`src/rtl/swd_pkg.sv`:
```
package swd_pkg;
  typedef enum logic [1:0] {
    ST_RUN  = 2'd0,
    ST_WAIT = 2'd1,
    ST_STBY = 2'd2,
    ST_FREQ = 2'd3
  } swd_state_e;

  // log2 of the prescale ratio picked by the 3-bit select
  function automatic int unsigned sel_shift(input logic [2:0] sel);
    case (sel)
      3'd0: return 0;
      3'd1: return 2;
      3'd2: return 4;
      3'd3: return 5;
      3'd4: return 6;
      3'd5: return 8;
      3'd6: return 10;
      default: return 12;
    endcase
  endfunction
endpackage

```
`src/rtl/swd_prescale.sv`:
```
module swd_prescale #(
  parameter int PRE_W = 12
) (
  input  logic       clk,
  input  logic       rst_n,
  input  logic       clr,
  input  logic [2:0] sel,
  output logic       tick
);
  import swd_pkg::*;

  logic [PRE_W-1:0] pre_q;
  logic [PRE_W-1:0] mask;

  always_comb begin
    mask = (PRE_W'(1) << sel_shift(sel)) - PRE_W'(1);
    tick = ((pre_q & mask) == mask);
  end

  always_ff @(posedge clk or negedge rst_n) begin
    if (!rst_n)   pre_q <= '0;
    else if (clr) pre_q <= '0;
    else          pre_q <= pre_q + PRE_W'(1);
  end

  assert_div1_every_cycle_R2: assert property (@(posedge clk) disable iff (!rst_n)
    (sel == 3'd0) |-> tick);
endmodule

```
`src/rtl/swd_counter.sv`:
```
module swd_counter #(
  parameter int CNT_W = 8
) (
  input  logic             clk,
  input  logic             rst_n,
  input  logic             load,
  input  logic [CNT_W-1:0] load_val,
  input  logic             inc,
  output logic [CNT_W-1:0] cnt,
  output logic             wrap
);
  localparam logic [CNT_W-1:0] TOP = '1;

  assign wrap = inc && !load && (cnt == TOP);

  always_ff @(posedge clk or negedge rst_n) begin
    if (!rst_n)    cnt <= '0;
    else if (load) cnt <= load_val;
    else if (inc)  cnt <= cnt + CNT_W'(1);
  end

  assert_wrap_to_zero_R10: assert property (@(posedge clk) disable iff (!rst_n)
    wrap |=> (cnt == '0));
  assert_idle_holds_R5: assert property (@(posedge clk) disable iff (!rst_n)
    (!inc && !load) |=> $stable(cnt));
endmodule

```
`src/rtl/swd_seq.sv`:
```
module swd_seq (
  input  logic                 clk,
  input  logic                 rst_n,
  input  logic                 stby_req,
  input  logic                 deep_stby,
  input  logic                 nmi,
  input  logic                 freq_wr,
  input  logic                 cnt_wrap,
  input  logic                 cnt_load,
  output swd_pkg::swd_state_e  state,
  output logic                 clk_en,
  output logic                 settle_start,
  output logic                 settle_ovf,
  output logic                 parked
);
  import swd_pkg::*;

  swd_state_e state_d;
  logic       nmi_q;
  logic       nmi_rise;

  assign nmi_rise   = nmi && !nmi_q;
  assign settle_ovf = ((state == ST_STBY) || (state == ST_FREQ)) && cnt_wrap;

  always_comb begin
    state_d      = state;
    settle_start = 1'b0;
    case (state)
      ST_RUN: begin
        if (freq_wr) begin
          state_d      = ST_FREQ;
          settle_start = 1'b1;
        end else if (stby_req && !deep_stby) begin
          state_d = ST_WAIT;
        end
      end
      ST_WAIT: begin
        if (nmi_rise) begin
          state_d      = ST_STBY;
          settle_start = 1'b1;
        end
      end
      ST_STBY: if (cnt_wrap) state_d = ST_RUN;
      default: if (cnt_wrap) state_d = ST_RUN;
    endcase
  end

  always_ff @(posedge clk or negedge rst_n) begin
    if (!rst_n) begin
      state  <= ST_RUN;
      clk_en <= 1'b1;
      nmi_q  <= 1'b0;
      parked <= 1'b0;
    end else begin
      state  <= state_d;
      clk_en <= (state_d == ST_RUN);
      nmi_q  <= nmi;
      if (state == ST_FREQ && cnt_wrap) parked <= 1'b1;
      else if (cnt_load)                parked <= 1'b0;
    end
  end

  assert_clk_back_only_on_settle_R7: assert property (@(posedge clk) disable iff (!rst_n)
    $rose(clk_en) |-> $past(settle_ovf));
  assert_deep_req_ignored_R6: assert property (@(posedge clk) disable iff (!rst_n)
    (state == ST_RUN && stby_req && deep_stby && !freq_wr) |=> clk_en);
  assert_freq_halts_R8: assert property (@(posedge clk) disable iff (!rst_n)
    (state == ST_RUN && freq_wr) |=> !clk_en);
endmodule

```
`src/rtl/settle_wdog.sv`:
```
module settle_wdog #(
  parameter int         CNT_W   = 8,
  parameter int         PRE_W   = 12,
  parameter logic [7:0] KEY_CNT = 8'h5A,
  parameter logic [7:0] KEY_CTL = 8'hA5
) (
  input  logic        clk,
  input  logic        rst_n,
  input  logic        wr_en,
  input  logic        wr_addr,
  input  logic [15:0] wr_data,
  input  logic        rd_addr,
  output logic [7:0]  rd_data,
  input  logic        stby_req,
  input  logic        deep_stby,
  input  logic        nmi,
  input  logic        freq_wr,
  output logic        sys_clk_en,
  output logic        wdt_rst,
  output logic        wdt_irq
);
  import swd_pkg::*;

  logic [2:0]       sel_q;
  logic             en_q;
  logic             mode_q;
  logic             flag_q;
  logic             cnt_load;
  logic             ctl_load;
  logic             tick;
  logic             inc;
  logic             wrap;
  logic             wd_ovf;
  logic             settle_start;
  logic             settle_ovf;
  logic             parked;
  logic [CNT_W-1:0] cnt;
  swd_state_e       state;

  assign cnt_load = wr_en && !wr_addr && (wr_data[15:8] == KEY_CNT);
  assign ctl_load = wr_en &&  wr_addr && (wr_data[15:8] == KEY_CTL);

  assign inc = tick && ((state == ST_STBY) || (state == ST_FREQ) ||
                        (state == ST_RUN && en_q && !parked));
  assign wd_ovf = (state == ST_RUN) && wrap;

  swd_prescale #(.PRE_W(PRE_W)) u_pre (
    .clk(clk), .rst_n(rst_n), .clr(cnt_load || settle_start),
    .sel(sel_q), .tick(tick)
  );

  swd_counter #(.CNT_W(CNT_W)) u_cnt (
    .clk(clk), .rst_n(rst_n), .load(cnt_load),
    .load_val(wr_data[CNT_W-1:0]), .inc(inc), .cnt(cnt), .wrap(wrap)
  );

  swd_seq u_seq (
    .clk(clk), .rst_n(rst_n), .stby_req(stby_req), .deep_stby(deep_stby),
    .nmi(nmi), .freq_wr(freq_wr), .cnt_wrap(wrap), .cnt_load(cnt_load),
    .state(state), .clk_en(sys_clk_en), .settle_start(settle_start),
    .settle_ovf(settle_ovf), .parked(parked)
  );

  always_ff @(posedge clk or negedge rst_n) begin
    if (!rst_n) begin
      sel_q   <= '0;
      en_q    <= 1'b0;
      mode_q  <= 1'b0;
      flag_q  <= 1'b0;
      wdt_rst <= 1'b0;
      wdt_irq <= 1'b0;
    end else begin
      if (ctl_load) begin
        sel_q  <= wr_data[2:0];
        en_q   <= wr_data[5];
        mode_q <= wr_data[6];
      end
      if (wd_ovf)                      flag_q <= 1'b1;
      else if (ctl_load && !wr_data[7]) flag_q <= 1'b0;
      wdt_rst <= wd_ovf && !mode_q;
      wdt_irq <= wd_ovf &&  mode_q;
    end
  end

  always_comb begin
    if (rd_addr) rd_data = {flag_q, mode_q, en_q, 2'b00, sel_q};
    else         rd_data = 8'(cnt);
  end

  assert_settle_keeps_flag_R9: assert property (@(posedge clk) disable iff (!rst_n)
    (settle_ovf && !flag_q) |=> !flag_q);
  assert_settle_no_pulse_R9: assert property (@(posedge clk) disable iff (!rst_n)
    settle_ovf |=> (!wdt_rst && !wdt_irq));
  assert_pulses_exclusive_R4: assert property (@(posedge clk) disable iff (!rst_n)
    $onehot0({wdt_rst, wdt_irq}));
  assert_rst_one_cycle_R4: assert property (@(posedge clk) disable iff (!rst_n)
    wdt_rst |=> !wdt_rst);
  assert_irq_one_cycle_R4: assert property (@(posedge clk) disable iff (!rst_n)
    wdt_irq |=> !wdt_irq);
  assert_parked_zero_R10: assert property (@(posedge clk) disable iff (!rst_n)
    (parked && !cnt_load) |=> (cnt == '0));
endmodule

```
`config.mk`:
```
export PLATFORM = sky130hd
export DESIGN_NAME = settle_wdog
export DESIGN_NICKNAME = d
export VERILOG_FILES = /design/src/rtl/swd_pkg.sv /design/src/rtl/swd_prescale.sv /design/src/rtl/swd_counter.sv /design/src/rtl/swd_seq.sv /design/src/rtl/settle_wdog.sv
export SDC_FILE = /design/constraint.sdc
export NUM_CORES = 1
export LEC_CHECK = 0
export ABC_AREA = 1
export BUFFER_PORTS_ARGS = -buffer_cell sky130_fd_sc_hd__buf_2
export CAP_MARGIN = 20
export CORE_AREA = 2 2 61 63
export CTS_BUF_LIST = sky130_fd_sc_hd__clkbuf_4
export DETAILED_ROUTE_END_ITERATION = 8
export DIE_AREA = 0 0 63 65
export GPL_ROUTABILITY_DRIVEN = 0
export GPL_TIMING_DRIVEN = 0
export PLACE_DENSITY = 0.82
export SYNTH_ARGS = -nofsm -noshare
export SYNTH_HDL_FRONTEND = slang
export SYNTH_SLANG_ARGS = --single-unit
```
`constraint.sdc`:
```
create_clock -name clk -period 4.1 [get_ports clk]
set_input_delay 0 -clock clk [delete_from_list [all_inputs] [get_ports clk]]
set_output_delay 0 -clock clk [all_outputs]
set_load 0.02 [all_outputs]
```
Word level (Yosys, flattened, before mapping)

Cells that the tools add are included.
W data, S select, Z words.

Add/subtract/negate cells: 3
Equal/unequal tests: 13
Reduce and logical (&&, ||, !) cells: 32
Bitwise logic cells: 1
Shift-type cells: 1
Muxes and demuxes: 17

Operators by type and width:

| kind                    | count |
|---|---|
| $pmux W4 S7             | 1 |
| $mux W8                 | 3 |
| $eq A8 B8 Y1 const B    | 2 |
| $logic_and A1 B1 Y1     | 16 |
| $add A12 B1 Y12 const B | 1 |
| $and A12 B12 Y12        | 1 |
| $eq A12 B12 Y1          | 1 |
| $mux W12                | 1 |
| $shl A1 B4 Y12 const A  | 1 |
| $sub A12 B2 Y12 const B | 1 |
| $eq A3 B3 Y1 const B    | 3 |
| $add A8 B1 Y8 const B   | 1 |
| $eq A8 B7 Y1 const B    | 1 |
| $mux W2                 | 4 |
| $logic_not A1 Y1        | 7 |
| $eq A3 B2 Y1 const B    | 2 |
| $mux W1                 | 6 |
| $reduce_bool A2 Y1      | 3 |
| $eq A2 B2 Y1 const B    | 2 |
| $logic_not A2 Y1        | 2 |
| $pmux W2 S2             | 1 |
| $eq A3 B1 Y1 const B    | 1 |
| $logic_not A3 Y1        | 1 |
| $logic_or A1 B1 Y1      | 3 |
| 2 further kinds         | 2 |

Output and inout port bits: 11
Register bits after elaboration: 33

Logic depth before layout (Yosys ltp)

Word-level depth: 12
Gate-level depth with buffers: 14
Mapped depth without buffers: 13

By module

Synthesis repeated with hierarchy kept, for this count alone.

Cell total of the unflattened synthesis: 290
Area, all modules: 2130.8 um2

Modules (own cells, without submodules):

| module       | cells an instance | times used | area each (um2) |
|---|---|---|---|
| swd_prescale | 124               | 1          | 807.0 |
| settle_wdog  | 71                | 1          | 564.3 |
| swd_counter  | 67                | 1          | 531.8 |
| swd_seq      | 28                | 1          | 227.7 |

Worst setup path before layout

No wires, ideal clock.

Path kind: reg-to-reg
Start point: reg sel_q[2]
End point: reg u_cnt.cnt[2]
Cell stages (with the launch flop): 13
Path buffers: 1
Clock period less this slack: 1744 ps
Arrival: 1663 ps
Path slack: 2356 ps
Required time: 4020 ps
Cells stage by stage: dfrtp_1 > buf_6 > nor2_2 > nand2_1 > ha_1 > inv_1 > nand2_1 > nand3_2 > nor2_2 > nand2_2 > nor2_8 > nand2_2 > o211ai_2

Cells in the longest elaborated chain, start to end: 8
Elaborated cells between the ends (all ways): 14
Those cells by class: add/sub: 1; eq/ne: 7; shift: 1; mux: 1; bitwise: 1; reduce/logical: 3

RTL lines:

| item                                       | line               | source |
|---|---|---|
| start: declaration                         | settle_wdog.sv:24  | `logic [2:0] sel_q;` |
| start signal: assignment                   | settle_wdog.sv:74  | `sel_q <= wr_data[2:0];` |
| $eq A3 B3 Y1, or another cell as far along | swd_pkg.sv:11      | `case (sel)` |
| $pmux W4 S7 (*)                            | swd_pkg.sv:11      |  |
| $shl A1 B4 Y12 (*)                         | swd_prescale.sv:16 | `mask = (PRE_W'(1) << sel_shift(sel)) - PRE_W'(1);` |
| $sub A12 B2 Y12 (*)                        | swd_prescale.sv:16 |  |
| $and A12 B12 Y12                           | swd_prescale.sv:17 | `tick = ((pre_q & mask) == mask);` |
| $eq A12 B12 Y1 (*)                         | swd_prescale.sv:17 |  |
| $logic_and A1 B1 Y1 (*)                    | settle_wdog.sv:43  | `assign inc = tick && ((state == ST_STBY) \|\| (state == ST_FREQ) \|\|` |
| $reduce_bool A2 Y1 (no source line) (*)    | n/a                |  |
| end signal: assignment                     | swd_counter.sv:18  | `else if (load) cnt <= load_val;` |
| end signal: assignment                     | swd_counter.sv:19  | `else if (inc) cnt <= cnt + CNT_W'(1);` |
| end: declaration                           | swd_counter.sv:9   | `output logic [CNT_W-1:0] cnt,` |

Every way passes the cells marked *; elsewhere a longest branch is shown, timed or not.
A chain may end at the register's enable or synchronous reset.

Final worst setup path

Start point: reg sel_q[1]
End point: reg u_cnt.cnt[7]

The elaborated chain is that of the path after synthesis.

==> flow_summary.json <==
{
  "status": "complete, no violations",
  "die_y_um": 65,
  "finalMaxSlewViolations": 0,
  "synth-seq-cells": 33,
  "cp.required_ns": 4.31,
  "hold_viol": 0,
  "rsz0062_at_grt": "false",
  "vias": 1785,
  "area_delta_synth_final_pct": 19.7,
  "arrival_ns": 2.15,
  "yosys.area_share.xor_xnor_pct": 3.57,
  "min_period_over_period_pct": 47.2,
  "crit_fanout": 9,
  "dieArea_mm2": 0.00410,
  "r2r-start": "sel_q[1]$_DFFE_PN0P_",
  "synth_top_family_by_area": "simple AND/OR/NAND/NOR gates",
  "reg2reg_to": "u_cnt.cnt[7]$_DFFE_PN0P_",
  "peakVddDrop_v": 0.000276,
  "clkLatencyLatePin_ns": 0.34,
  "reg2reg_depth": 11,
  "hp-class": "input pin to flip-flop",
  "io_buffers": 35,
  "clock-sinks": 33,
  "period_minus_slack_ns": 1.94,
  "drive_above_1_share_pct": 24.1,
  "grt_max_degree": 34,
  "antenna_left": 0,
  "synth-main-ff-cell": "dfrtp_1",
  "n_antenna_cell": 0,
  "grt-ovfl-total": 0,
  "hold_depth": 4,
  "cap_violations": 0,
  "place_hpwl_um": 3140,
  "cp.buffers_inverters": 2,
  "synth-edff-count": 0,
  "postSynthCellCount": 250,
  "clockBufferDepth": 2,
  "cts_inserted_buffers": 5,
  "setup_tns_ns": 0,
  "grt_pass1_vias": 1793,
  "critPathLaunchType": "flip-flop",
  "placed_area_mm2": 0.00220,
  "crit_type": "flip-flop to flip-flop",
  "hold_start": "deep_stby",
  "cts_resized": 0,
  "r2r_slack_ns": 2.16,
  "fin_worst_skew_ns": 0.0157,
  "synth_compound_area_share_pct": 11.0,
  "yosysWarnings": 0,
  "grtUsageTotal_pct": 23.9,
  "p_leak_uw": 0.00118,
  "slew_headroom_pct": 51.7,
  "antenna_found_initial": 0,
  "grt_pass1_wl_um": 7660,
  "seq_area_frac_synth_pct": 42.2,
  "power_density_mw_per_mm2": 471,
  "synth_nets": 278,
  "dr.pass1.iters": 4,
  "critPathTopFamily": "simple AND/OR/NAND/NOR gates",
  "crit_path_cell_trace": "buf_4 > nor2_2 > nand2_1 > ha_1 > inv_1 > nand2_1 > nand3_2 > nor2_2 > nand2_2 > o21ai_0 > o21ai_0",
  "async_reset_ff_share_pct": 100,
  "finish.instance_area_mm2": 0.00235,
  "fmax_mhz": 517,
  "min_to": "u_seq.state[0]$_DFF_PN0_",
  "die_w_um": 63,
  "setup_viol": 0,
  "drtIter0Drc": 93,
  "routedWlPerCell_um": 11.9,
  "tightest_slew_ns": 0.724,
  "cp-end-kind": "flip-flop",
  "wl_um": 4190,
  "path_clk_slew_ns": 0.09,
  "finalNetCount": 330,
  "ys_types": 36,
  "cpMaxStageDelayCell": "dfrtp_1",
  "cts_root_buf": "clkbuf_4",
  "muxShareOfSynthArea_pct": 0.574,
  "finalPower_uw": 1110,
  "avgSynthCellArea_um2": 7.84,
  "cts_tree": "yes",
  "htreeDepth": 2,
  "drc_errors": 0,
  "synth_simple_gate_area_share_pct": 32.9,
  "viasPerCell": 5.09,
  "synthAdderAreaFrac_pct": 1.91,
  "num_rows": 22,
  "design.core.area_mm2": 0.00350,
  "syn-cell-area_mm2": 0.00196,
  "cpPeakStageDelay_ns": 0.38,
  "design.portCount": 36,
  "initial_core_util_pct": 56.1
}
worst max path at each step:
stage	endpoint	startpoint	cells after the start
floorplan	u_cnt.cnt[2]$_DFFE_PN0P_	sel_q[2]$_DFFE_PN0P_	12
global placement	u_cnt.cnt[7]$_DFFE_PN0P_	sel_q[2]$_DFFE_PN0P_	11
detailed placement	u_cnt.cnt[7]$_DFFE_PN0P_	sel_q[1]$_DFFE_PN0P_	11
CTS	u_cnt.cnt[7]$_DFFE_PN0P_	sel_q[1]$_DFFE_PN0P_	11
global route	u_cnt.cnt[7]$_DFFE_PN0P_	sel_q[1]$_DFFE_PN0P_	12
finish	u_cnt.cnt[7]$_DFFE_PN0P_	sel_q[1]$_DFFE_PN0P_	11
kinds of logic (layout without fill, tap and decap cells):
family	count (synthesis)	in the layout
AND/OR/NAND/NOR	135	135
buffers and inverters	37	90
flip-flops	33	33
AO/OA/AOI/OAI	32	32
XOR/XNOR	8	8
adder cells (fa/ha/maj)	3	3
other	1	1
multiplexers	1	1
metal layers:
metal | wire length [um] | vias up | GRT usage [%] | share of wire (%)
met3 | 235 | 11 | 6.08 | 5.6
li1 | - | 906 | - | -
met5 | 0 | - | 0 | 0
met2 | 1960 | 61 | 39.8 | 47
met4 | 82 | 0 | 11.1 | 2.0
met1 | 1910 | 807 | 29.1 | 46
cells in the mapped netlist, types with 2 or more instances:
| library cell | count | area (um^2) |
|---|---|---|
| o22ai_1 | 2 | 12.5 |
| nand2_2 | 7 | 43.8 |
| nand3_1 | 7 | 35.0 |
| clkbuf_1 | 3 | 11.3 |
| inv_2 | 3 | 11.3 |
| o211ai_2 | 6 | 75.1 |
| dfrtp_1 | 32 | 801 |
| o21ai_1 | 3 | 15.0 |
| inv_1 | 28 | 105 |
| nand4_1 | 3 | 18.8 |
| xor2_1 | 6 | 52.6 |
| nor2_1 | 31 | 116 |
| nor3_1 | 5 | 25.0 |
| a21oi_1 | 6 | 30.0 |
| nand2_1 | 63 | 236 |
| ha_1 | 3 | 37.5 |
| nand3_2 | 2 | 20.0 |
| xnor2_1 | 2 | 17.5 |
| nor4_1 | 2 | 12.5 |
| o21ai_0 | 12 | 60.1 |
| nor2_2 | 4 | 25.0 |
| nor3b_1 | 6 | 45.0 |
cell usage in the layout, fill, tap and decap left out, drive strengths merged:
| cell type | netlist | final |
|---|---|---|
| o211ai | 7 | 7 |
| nor4 | 2 | 2 |
| o22ai | 2 | 2 |
| a31o | 1 | 1 |
| buf | 3 | 38 |
| clkinv | 0 | 3 |
| nand2 | 70 | 70 |
| dlygate4sd3 | 0 | 10 |
| nor3b | 7 | 7 |
| dfrtp | 32 | 32 |
| ha | 3 | 3 |
| dfstp | 1 | 1 |
| inv | 31 | 31 |
| nor2 | 36 | 36 |
| nand4 | 3 | 3 |
| nor3 | 6 | 6 |
| and3 | 1 | 1 |
| a21oi | 6 | 6 |
| clkbuf | 3 | 8 |
| o21ai | 15 | 15 |
| a31oi | 1 | 1 |
| xor2 | 6 | 6 |
| conb | 1 | 1 |
| mux2 | 1 | 1 |
| nand3 | 10 | 10 |
| xnor2 | 2 | 2 |
tightest hold or removal path: cells and delay by family:
kind	cells	cell delay [ns]
buffers and inverters	1	0.08
AOI/OAI and AO/OA	1	0.07
and+or+nand+nor	2	0.21
through the flow:
step,instances,utilization [%],hold slack (ns),worst slack [ns]
final,351,67.1,0.0594,2.16
after global routing,351,67.1,0.0525,1.95
after global placement,333,62.8,0.0992,2.20
after floorplan,250,-,-0.296,2.36
after CTS,351,67.1,0.0237,2.13
after detailed placement,333,62.8,0.0928,2.12
sequential cells by signal, summed over array words and instances (netlist names):
name / cells
wdt_irq: 1
en_q: 1
u_seq.parked: 1
u_cnt.cnt: 8
u_seq.nmi_q: 1
sel_q: 3
u_pre.pre_q: 12
u_seq.state: 2
wdt_rst: 1
u_seq.clk_en: 1
mode_q: 1
flag_q: 1
what timing repair did:
| action | in CTS | in global routing |
|---|---|---|
| endpoints found under the setup margin | 0 | 0 |
| hold buffers | 10 | 0 |
| setup buffers | 0 | 0 |
| endpoints found under the hold margin | 47 | 0 |
cell type report:
type / count / area [um^2]
buffer: 6 / 35.0
multi-input combinational: 180 / 982
clock buffer: 5 / 37.5
timing repair buffer: 45 / 275
clock inverter: 3 / 12.5
tap: 48 / 60.1
inverter: 31 / 116
fill: 301 / 1150
sequential: 33 / 827
power breakdown:
part,internal (uW),switching [uW]
logic,178,251
registers,410,93.1
clock network,62.0,111
total,651,454
(Power assumes the default switching activity.)
